File: src/rtl/elv_pkg.sv
package elv_pkg;

  typedef enum logic [2:0] {
    FID_NUM  = 3'd0,
    FID_ADDR = 3'd1,
    FID_CYC  = 3'd2,
    FID_DATA = 3'd3,
    FID_PART = 3'd4
  } fid_e;

  function automatic fid_e fid_next(input fid_e cur);
    case (cur)
      FID_NUM:  fid_next = FID_ADDR;
      FID_ADDR: fid_next = FID_CYC;
      FID_CYC:  fid_next = FID_DATA;
      FID_DATA: fid_next = FID_PART;
      default:  fid_next = FID_NUM;
    endcase
  endfunction

endpackage

File: src/rtl/elv_sync_deb.sv
module elv_sync_deb #(
  parameter int DEB_CNT = 1000
) (
  input  logic clk_i,
  input  logic rst_ni,
  input  logic raw_i,
  output logic rise_o
);

  localparam int CNT_W = (DEB_CNT > 1) ? $clog2(DEB_CNT) : 1;
  localparam logic [CNT_W-1:0] CNT_MAX = CNT_W'(DEB_CNT - 1);

  logic             s1_q, s2_q;
  logic             lvl_q, lvl_d;
  logic [CNT_W-1:0] cnt_q, cnt_d;
  logic             rise_q, rise_d;

  // stability counter: level accepted after DEB_CNT equal samples
  always_comb begin
    lvl_d = lvl_q;
    cnt_d = cnt_q;
    if (s2_q == lvl_q) begin
      cnt_d = '0;
    end else if (cnt_q == CNT_MAX) begin
      cnt_d = '0;
      lvl_d = s2_q;
    end else begin
      cnt_d = cnt_q + 1'b1;
    end
    rise_d = lvl_d & ~lvl_q;
  end

  always_ff @(posedge clk_i or negedge rst_ni) begin
    if (!rst_ni) begin
      s1_q   <= 1'b0;
      s2_q   <= 1'b0;
      lvl_q  <= 1'b0;
      cnt_q  <= '0;
      rise_q <= 1'b0;
    end else begin
      s1_q   <= raw_i;
      s2_q   <= s1_q;
      lvl_q  <= lvl_d;
      cnt_q  <= cnt_d;
      rise_q <= rise_d;
    end
  end

  assign rise_o = rise_q;

  AST_STEP_SINGLE: assert property (@(posedge clk_i) disable iff (!rst_ni)
    rise_o |=> !rise_o);

  AST_LEVEL_NEEDS_DIFF: assert property (@(posedge clk_i) disable iff (!rst_ni)
    (s2_q == lvl_q) |=> $stable(lvl_q));

endmodule

File: src/rtl/elv_store.sv
module elv_store #(
  parameter int DEPTH = 4,
  parameter int W     = 84
) (
  input  logic                             clk_i,
  input  logic                             rst_ni,
  input  logic                             wr_i,
  input  logic [W-1:0]                     wdata_i,
  input  logic [((DEPTH>1)?$clog2(DEPTH):1)-1:0] rd_idx_i,
  output logic [W-1:0]                     rdata_o,
  output logic [$clog2(DEPTH+1)-1:0]       cnt_o,
  output logic                             ovf_o
);

  localparam int IW = (DEPTH > 1) ? $clog2(DEPTH) : 1;
  localparam int CW = $clog2(DEPTH + 1);
  localparam logic [CW-1:0] CNT_FULL = CW'(DEPTH);

  logic [W-1:0]  mem_q [DEPTH];
  logic [CW-1:0] cnt_q, cnt_d;
  logic          ovf_q, ovf_d;
  logic          full;
  logic          wr_en;
  logic [IW-1:0] wr_idx;

  assign full   = (cnt_q == CNT_FULL);
  assign wr_en  = wr_i & ~full;
  assign wr_idx = cnt_q[IW-1:0];

  always_comb begin
    cnt_d = cnt_q;
    ovf_d = ovf_q;
    if (wr_en)        cnt_d = cnt_q + 1'b1;
    if (wr_i && full) ovf_d = 1'b1;
  end

  always_ff @(posedge clk_i or negedge rst_ni) begin
    if (!rst_ni) begin
      cnt_q <= '0;
      ovf_q <= 1'b0;
    end else begin
      cnt_q <= cnt_d;
      ovf_q <= ovf_d;
    end
  end

  // storage array without reset, written with an explicit enable
  always_ff @(posedge clk_i) begin
    if (wr_en) mem_q[wr_idx] <= wdata_i;
  end

  assign rdata_o = mem_q[rd_idx_i];
  assign cnt_o   = cnt_q;
  assign ovf_o   = ovf_q;

  AST_CNT_BOUND: assert property (@(posedge clk_i) disable iff (!rst_ni)
    cnt_q <= CNT_FULL);

  AST_DROP_FLAGS: assert property (@(posedge clk_i) disable iff (!rst_ni)
    (wr_i && full) |=> (ovf_q && $stable(cnt_q)));

  AST_OVF_STICKY: assert property (@(posedge clk_i) disable iff (!rst_ni)
    ovf_q |=> ovf_q);

  AST_STORE_GROWS: assert property (@(posedge clk_i) disable iff (!rst_ni)
    (wr_i && !full) |=> (cnt_q == $past(cnt_q) + 1'b1));

endmodule

File: src/rtl/elv_cursor.sv
module elv_cursor
  import elv_pkg::*;
#(
  parameter int DEPTH = 4
) (
  input  logic                              clk_i,
  input  logic                              rst_ni,
  input  logic                              en_i,
  input  logic                              adv_i,
  input  logic [$clog2(DEPTH+1)-1:0]        cnt_i,
  output logic [((DEPTH>1)?$clog2(DEPTH):1)-1:0] rec_o,
  output fid_e                              fid_o
);

  localparam int IW = (DEPTH > 1) ? $clog2(DEPTH) : 1;
  localparam int CW = $clog2(DEPTH + 1);

  logic [IW-1:0] rec_q, rec_d;
  fid_e          fid_q, fid_d;
  logic          at_newest;

  assign at_newest = (CW'(rec_q) + CW'(1)) >= cnt_i;

  always_comb begin
    rec_d = rec_q;
    fid_d = fid_q;
    if (!en_i) begin
      rec_d = '0;
      fid_d = FID_NUM;
    end else if (adv_i) begin
      fid_d = fid_next(fid_q);
      if (fid_q == FID_PART) begin
        rec_d = at_newest ? '0 : rec_q + 1'b1;
      end
    end
  end

  always_ff @(posedge clk_i or negedge rst_ni) begin
    if (!rst_ni) begin
      rec_q <= '0;
      fid_q <= FID_NUM;
    end else begin
      rec_q <= rec_d;
      fid_q <= fid_d;
    end
  end

  assign rec_o = rec_q;
  assign fid_o = fid_q;

  AST_FID_RANGE: assert property (@(posedge clk_i) disable iff (!rst_ni)
    fid_q <= FID_PART);

  AST_REC_IN_STORE: assert property (@(posedge clk_i) disable iff (!rst_ni)
    en_i |-> (CW'(rec_q) < cnt_i));

  AST_WRAP_OLDEST: assert property (@(posedge clk_i) disable iff (!rst_ni)
    (en_i && adv_i && fid_q == FID_PART && at_newest) |=> (rec_q == '0 && fid_q == FID_NUM));

  AST_HOLD_NO_STEP: assert property (@(posedge clk_i) disable iff (!rst_ni)
    (en_i && !adv_i) |=> ($stable(rec_q) && $stable(fid_q)));

  AST_OFF_HOME: assert property (@(posedge clk_i) disable iff (!rst_ni)
    !en_i |=> (rec_q == '0 && fid_q == FID_NUM));

endmodule

File: src/rtl/errlog_view.sv
module errlog_view
  import elv_pkg::*;
#(
  parameter int DEPTH   = 4,
  parameter int NUM_W   = 16,
  parameter int ADDR_W  = 16,
  parameter int CYC_W   = 32,
  parameter int DATA_W  = 16,
  parameter int PART_W  = 4,
  parameter int DIGITS  = 8,
  parameter int DEB_CNT = 1000
) (
  input  logic                  clk,
  input  logic                  rst_n,
  input  logic                  test_active_i,
  input  logic                  rec_valid_i,
  output logic                  rec_ready_o,
  input  logic [NUM_W-1:0]      rec_num_i,
  input  logic [ADDR_W-1:0]     rec_addr_i,
  input  logic [CYC_W-1:0]      rec_cyc_i,
  input  logic [DATA_W-1:0]     rec_data_i,
  input  logic [PART_W-1:0]     rec_part_i,
  input  logic                  view_sw_i,
  input  logic                  step_btn_i,
  output logic                  lamp_busy_o,
  output logic                  lamp_err_o,
  output logic                  ovf_o,
  output logic                  disp_on_o,
  output logic [2:0]            disp_fid_o,
  output logic [DIGITS*4-1:0]   disp_val_o
);

  localparam int IW    = (DEPTH > 1) ? $clog2(DEPTH) : 1;
  localparam int CW    = $clog2(DEPTH + 1);
  localparam int VW    = DIGITS * 4;
  localparam int O_NUM  = 0;
  localparam int O_ADDR = O_NUM + NUM_W;
  localparam int O_CYC  = O_ADDR + ADDR_W;
  localparam int O_DATA = O_CYC + CYC_W;
  localparam int O_PART = O_DATA + DATA_W;
  localparam int REC_W  = O_PART + PART_W;

  // reset: asserted asynchronously, released on the clock
  logic rst_m_q, rst_i;
  always_ff @(posedge clk or negedge rst_n) begin
    if (!rst_n) begin
      rst_m_q <= 1'b0;
      rst_i   <= 1'b0;
    end else begin
      rst_m_q <= 1'b1;
      rst_i   <= rst_m_q;
    end
  end

  // view switch synchroniser and lamps
  logic sw_m_q, sw_q;
  logic busy_q, busy_d;
  logic err_q, err_d;

  always_comb begin
    busy_d = test_active_i;
    err_d  = err_q | rec_valid_i;
  end

  always_ff @(posedge clk or negedge rst_i) begin
    if (!rst_i) begin
      sw_m_q <= 1'b0;
      sw_q   <= 1'b0;
      busy_q <= 1'b0;
      err_q  <= 1'b0;
    end else begin
      sw_m_q <= view_sw_i;
      sw_q   <= sw_m_q;
      busy_q <= busy_d;
      err_q  <= err_d;
    end
  end

  // record storage
  logic [REC_W-1:0] wrec, rrec;
  logic [CW-1:0]    cnt;
  logic [IW-1:0]    rec_idx;
  logic             ovf;

  assign wrec = {rec_part_i, rec_data_i, rec_cyc_i, rec_addr_i, rec_num_i};

  elv_store #(
    .DEPTH (DEPTH),
    .W     (REC_W)
  ) u_store (
    .clk_i    (clk),
    .rst_ni   (rst_i),
    .wr_i     (rec_valid_i),
    .wdata_i  (wrec),
    .rd_idx_i (rec_idx),
    .rdata_o  (rrec),
    .cnt_o    (cnt),
    .ovf_o    (ovf)
  );

  // step button
  logic step_pulse;

  elv_sync_deb #(
    .DEB_CNT (DEB_CNT)
  ) u_deb (
    .clk_i  (clk),
    .rst_ni (rst_i),
    .raw_i  (step_btn_i),
    .rise_o (step_pulse)
  );

  // view position
  logic view_en;
  fid_e fid;

  assign view_en = sw_q & (cnt != '0);

  elv_cursor #(
    .DEPTH (DEPTH)
  ) u_cur (
    .clk_i  (clk),
    .rst_ni (rst_i),
    .en_i   (view_en),
    .adv_i  (step_pulse),
    .cnt_i  (cnt),
    .rec_o  (rec_idx),
    .fid_o  (fid)
  );

  // item select, zero-extended to the digit width
  logic [VW-1:0] val;
  always_comb begin
    val = '0;
    if (view_en) begin
      case (fid)
        FID_NUM:  val[NUM_W-1:0]  = rrec[O_NUM  +: NUM_W];
        FID_ADDR: val[ADDR_W-1:0] = rrec[O_ADDR +: ADDR_W];
        FID_CYC:  val[CYC_W-1:0]  = rrec[O_CYC  +: CYC_W];
        FID_DATA: val[DATA_W-1:0] = rrec[O_DATA +: DATA_W];
        default:  val[PART_W-1:0] = rrec[O_PART +: PART_W];
      endcase
    end
  end

  assign rec_ready_o = 1'b1;
  assign lamp_busy_o = busy_q;
  assign lamp_err_o  = err_q;
  assign ovf_o       = ovf;
  assign disp_on_o   = view_en;
  assign disp_fid_o  = view_en ? fid : FID_NUM;
  assign disp_val_o  = val;

  AST_ERR_STICKY: assert property (@(posedge clk) disable iff (!rst_i)
    lamp_err_o |=> lamp_err_o);

  AST_ERR_ON_REC: assert property (@(posedge clk) disable iff (!rst_i)
    rec_valid_i |=> lamp_err_o);

  AST_BUSY_FOLLOW: assert property (@(posedge clk) disable iff (!rst_i)
    test_active_i |=> lamp_busy_o);

  AST_OVF_HAS_ERR: assert property (@(posedge clk) disable iff (!rst_i)
    ovf_o |-> lamp_err_o);

endmodule

File: config.mk
export PLATFORM = sky130hd
export DESIGN_NAME = errlog_view
export DESIGN_NICKNAME = d
export VERILOG_FILES = /design/src/rtl/elv_pkg.sv /design/src/rtl/elv_sync_deb.sv /design/src/rtl/elv_store.sv /design/src/rtl/elv_cursor.sv /design/src/rtl/errlog_view.sv
export SDC_FILE = /design/constraint.sdc
export NUM_CORES = 1
export LEC_CHECK = 0
export ABC_CLOCK_PERIOD_IN_PS = 2450
export CORE_UTILIZATION = 30
export DETAILED_ROUTE_END_ITERATION = 8
export RECOVER_POWER = 25
export SLEW_MARGIN = 20
export SYNTH_ARGS = -nofsm -noshare
export SYNTH_HDL_FRONTEND = slang
export SYNTH_SLANG_ARGS = --single-unit
File: constraint.sdc
create_clock -name clk -period 2.45 [get_ports clk]
set_input_delay 0.49 -clock clk [delete_from_list [all_inputs] [get_ports clk]]
set_output_delay 0.49 -clock clk [all_outputs]
set_load 0.01 [all_outputs]
---- After elaboration in Yosys (flattened, before gate mapping) ----
Memory sizes are Yosys's and may differ from the RTL's.
Index checks and enable logic that the tools add are counted.
storage, ports and cells
  flip-flop bits (word level) ............. 29
  memory bits (writable) .................. 336
  bits of input ports ..................... 90
  output and inout port bits .............. 40
  word-level logic and storage cells ...... 58
  memories kept ........................... 1
cells by class
  $add $sub $neg .......................... 4
  magnitude comparators ................... 1
  eq/ne operators ......................... 9
  multiplexer cells ....................... 18
  bitwise gates (word level) .............. 6
  reductions and logical operators ........ 4
memory list
  memory         words  width  read ports  clocked after memory_dff  write ports  RTL line         source
  u_store.mem_q  4      84     1           0                         1            elv_store.sv:19  logic [W-1:0] mem_q [DEPTH];
operator list
  cell                                                             count
  12-bit one-hot mux with 4 select lines                           1
  32-bit two-way mux                                               1
  10-bit two-way mux                                               2
  16-bit two-way mux                                               1
  4-bit one-hot mux with 4 select lines                            1
  3-bit one-hot mux with 4 select lines                            1
  10-bit by 1-bit adder with 10-bit output, second input constant  1
  10-bit == test, second input constant                            1
  3-bit two-way mux                                                3
  2-bit two-way mux                                                4
  3-bit by 2-bit == test with 1-bit output, second input constant  2
  3-bit == test, second input constant                             2
  1-bit two-way mux                                                4
  2-bit != test, second input constant                             2
  2-bit by 1-bit adder with 3-bit output, second input constant    1
  3-bit by 1-bit adder with 3-bit output, second input constant    1
  1-bit bitwise AND                                                3
  3-bit by 1-bit == test with 1-bit output, second input constant  1
  3-bit >= comparator                                              1
  3-bit zero test                                                  1
  3-bit nonzero test                                               1
  2-bit by 1-bit adder with 2-bit output, second input constant    1
  1-bit inverter                                                   2
  2-bit AND reduction                                              1
  other kinds (3)                                                  3

---- Longest topological paths before layout ----
  depth after elaboration ................. 6
  depth in mapped cells ................... 8
  mapped depth without buffers ............ 7

---- By module ----
From an unflattened synthesis, not the netlist that was laid out.
second synthesis, totals
  cell total of the unflattened synthesis .. 658
  area, all modules ....................... 14,312.5 um^2
modules (own cells, without submodules)
  module        instances  cells an instance  area each (um^2)  sequential area each (um^2)
  elv_store     1          461                12,358.1          10,189.8
  errlog_view   1          107                984.7             150.1
  elv_sync_deb  1          58                 646.9             350.3
  elv_cursor    1          32                 322.8             125.1

---- Worst setup path after synthesis ----
OpenSTA, ideal clock, no wires.
  path kind ............................... register to register
  start point ............................. reg u_store.cnt_q[0] (netlist: u_store.cnt_o[0])
  end point ............................... mem u_store.mem_q[3][0], enable pin
  library setup time ...................... 453 ps
  arrival time ............................ 3,138 ps
  required time ........................... 1,997 ps
  slack ................................... -1,142 ps
  stages on the path, launching flop included .. 5
  path buffers ............................ 0
  clock period less this slack ............ 3,592 ps
  path through ............................ dfrtp_1 > inv_1 > ha_1 > a21boi_0 > and2_1
between the ends
  cells in the longest elaborated chain, start to end .. 5
RTL lines
  item                                     RTL line         source
  start, declared                          elv_store.sv:20  logic [CW-1:0] cnt_q, cnt_d;
  start signal, assigned                   elv_store.sv:42  cnt_q <= cnt_d;
  3-bit == test                            elv_store.sv:26  assign full = (cnt_q == CNT_FULL);
  1-bit inverter                           elv_store.sv:27  assign wr_en = wr_i & ~full;
  1-bit bitwise AND                        elv_store.sv:27
  1-bit two-way mux                        elv_store.sv:49  if (wr_en) mem_q[wr_idx] <= wdata_i;
  1-bit two-way mux (not written as such)  elv_store.sv:49
  end, declared                            elv_store.sv:19
Parallel ways exist; a longest one is shown, timed or not.

---- Worst setup path after layout ----
  start point ............................. reg u_cur.rec_q[0] (netlist: u_cur.rec_o[0])
  end point ............................... out disp_val_o[13]
between the ends
  cells in the longest elaborated chain, start to end .. 3
RTL lines
  item                                    RTL line            source
  start, declared                         elv_cursor.sv:18    logic [IW-1:0] rec_q, rec_d;
  start signal, assigned                  elv_cursor.sv:43    rec_q <= rec_d;
  memory 4 x 84 bit                       n/a
  12-bit one-hot mux with 4 select lines  errlog_view.sv:136  case (fid)
  32-bit two-way mux                      errlog_view.sv:135  if (view_en) begin
  end, declared                           errlog_view.sv:30   output logic [DIGITS*4-1:0] disp_val_o
Every way passes these cells.

==> flow_summary.yaml <==
logic_synthesis:
  netlist_area_sq_um: 14100
  syn_avg_cell_area_sq_um: 21.6
  ys_types: 44
  ys_warn_count: 0
  synth-seq-cells: 365
  ys_seq_area_share_pct: 76.5
  syn_inst: 654
drt:
  top_layer: "met5"
  wl_microns: 31200
  drc: 4
  wire_per_inst_microns: 20.2
  drtIter0Drc: 403
  ant_nets: 0
  vias_per_cell: 4.58
  wl_met2_microns: 15200
  routed-wl-met3_microns: 2100
  firstDrtPassIters: 7
  wl_met1_microns: 13100
  vias: 7083
die:
  coreArea_sq_um: 46600
  initial_core_util_pct: 30.4
  die-area_sq_um: 48000
  io_pins: 130
  die_y_microns: 219
  die_width_microns: 219
  rows: 79
critical_path:
  cp_max_fo: 7
  critPathKind: "reg -> out"
  cp.arrival_ns: 2.50
  crit_required_ns: 1.96
  startpoint_type: "register"
  cp-end-kind: "output pin"
clock_tree:
  path_clk_slew_ns: 0.06
  cts_hold_buf: 0
  clk_latency_ns: 0.55
  cts-root-buf: "clkbuf_16"
  cts_buffers: 40
  h-tree-depth: 2
  cts_tree: "yes"
  clock-sinks: 365
  clockBufferDepth: 3
global_route:
  grt-ovfl-total: 0
  gr-usage-all-layers_pct: 13.3
  grt_max_degree: 49
  grt_pass1_wl_microns: 46600
  antenna_found_initial: 12
  grt_pass1_vias: 7589
sta:
  slew_viol_final: 0
  final_hold_viol_count: 0
  fmax_mhz: 334
  setup_slack_ns: -0.540
  period_share_pct: 122
  setup_viol: 32
  finalCriticalPeriod_ns: 2.99
  rsz0062_at_grt: "true"
  finalClockSkew_ns: 0.0181
pwr:
  p_leak_uw: 0.00638
  total_power_uw: 16000
  peakVddDrop_v: 0.000644
  powerDensity_nw_per_um2: 848
finish:
  area_growth_pct: 33.2
  layout.nets: 1003
  layout-drive-gt1-share_pct: 35.3
  final_util_pct: 40.4
placed_design:
  io_buffers: 128
  hpwl_microns: 19000
  gp_congestion: 0.724
flow_run:
  max_cap_violations: 0
run_status:
  outcome: "complete, but fails checks"
  failed_checks: "design-rule violations, negative setup slack"
hold_path:
  min_path_type: "in -> async"
[worst max-delay path, cell delays in order, from the launching register on]
cell and delay [ns]:
dfrtp_4 0.50, buf_12 0.15, buf_12 0.15, buf_6 0.13, buf_12 0.13, mux4_2 0.44
mux2i_2 0.18, o22ai_2 0.12, buf_2 0.15
[sequential cells by signal (all words and copies together) (netlist names)]
signal,count
u_store.mem_q,336
sw_m_q,1
u_cur.rec_o,2
lamp_err_o,1
u_deb.rise_o,1
u_cur.fid_o,3
rst_i,1
sw_q,1
u_deb.s2_q,1
u_deb.cnt_q,10
lamp_busy_o,1
u_store.cnt_o,3
u_deb.lvl_q,1
u_store.ovf_o,1
u_deb.s1_q,1
rst_m_q,1
[layer usage]
| layer | vias up | global-route usage [%] |
|---|---|---|
| met2 | 177 | 21.8 |
| met1 | 3633 | 16.8 |
| met3 | 55 | 4.14 |
| met4 | 14 | 4.42 |
| li1 | 3204 | - |
| met5 | - | 0 |
[timing repair]
item,CTS,global route
pin swaps,15,11
endpoints found under the setup margin,36,33
resized for setup,233,20
buffers inserted,40,4
gates cloned,4,0
[final cells by class]
cell class | count | area [sq um]
clock buffers | 53 | 1070
multi-input cells | 252 | 3370
flip-flops and latches | 365 | 10800
inverters | 9 | 33.8
well taps | 607 | 759
diodes | 4 | 10.0
fillers | 4135 | 27700
repair buffers | 236 | 2580
clock inverters | 19 | 174
[cell families after synthesis]
| kind of cell | share of synthesized area, % |
|---|---|
| compound gates | 1.71 |
| xor+xnor | 0.682 |
| fa+ha+maj | 0.797 |
| simple gates | 2.98 |
| other cells | 0.0265 |
| flops | 76.5 |
| buf+inv | 1.75 |
| mux | 15.5 |
[where the power goes]
part	internal, uW	switching, uW
sequential	7920	196
clock	3390	2340
combinational	921	1180
total	12200	3720
[stage by stage]
stage	cells	worst slack [ns]	hold slack [ns]	area [sq um]	TNS, ns
after global routing	1541	-0.617	0.160	18800	-16.49
after CTS	1540	-0.596	0.0641	18800	-13.77
after detailed placement	1426	-0.371	0.186	16800	-5.09
after global placement	1426	-0.380	0.190	16800	-4.96
final	1545	-0.540	0.172	18800	-14.12
after floorplan	655	-0.221	0.194	14100	-53.11
[worst paths after layout]
path,from,endpoint,slack [ns],cells after the start
max,u_cur.rec_o[0]$_DFFE_PN0P_,disp_val_o[13],-0.54,8
min,rst_n,rst_m_q$_DFF_PN0_,0.17,1
max reg2reg,u_cur.rec_o[1]$_DFFE_PN0P_,u_cur.rec_o[1]$_DFFE_PN0P_,0.24,7
min reg2reg,rst_i$_DFF_PN0_,u_deb.cnt_q[0]$_DFF_PN0_,0.18,0
max in group asynchronous,rst_i$_DFF_PN0_,u_cur.rec_o[0]$_DFFE_PN0P_,1.63,1
min in group clk,sw_m_q$_DFF_PN0_,sw_q$_DFF_PN0_,0.36,0
[Yosys cell counts (all sizes together)]
cell     count  share of area (%)
a21oi        5               0.18
or3          1              0.044
dfrtp       29                5.1
mux2         4               0.32
o221a        1              0.080
a31o         1              0.062
nor2b       17               0.75
nand2       14               0.37
conb         1              0.027
mux2i       29                2.1
a311oi       1              0.062
or2          2              0.089
nand3        6               0.21
xnor2        6               0.37
a211o        3               0.19
o2bb2ai      2               0.12
a2111o       2               0.16
inv          8               0.21
edfxtp     336                 71
a21o         1              0.053
nor3         7               0.25
clkbuf       7               0.19
nor3b        2               0.11
a21boi       1              0.053
and3         4               0.18
nand4        2              0.089
ha           9               0.80
and2         4               0.18
or4          1              0.080
a22oi        2               0.11
nand2b       3               0.13
mux4        81                 13
clkinv       1              0.027
a31oi        1              0.044
o22ai       12               0.53
buf         22                1.3
o21ai        2              0.071
xor2         5               0.31
nor2        19               0.50
[cell usage in the layout, fill, tap and decap left out, types with 17 or more instances in the layout]
cell	instances
buf_6	30
mux4_2	75
buf_12	35
clkdlybuf4s50_1	43
buf_4	51
clkbuf_16	41
edfxtp_1	336
buf_2	18
nor2_1	17
dfrtp_1	27
dlygate4sd3_1	49
(Power assumes the default switching activity.)
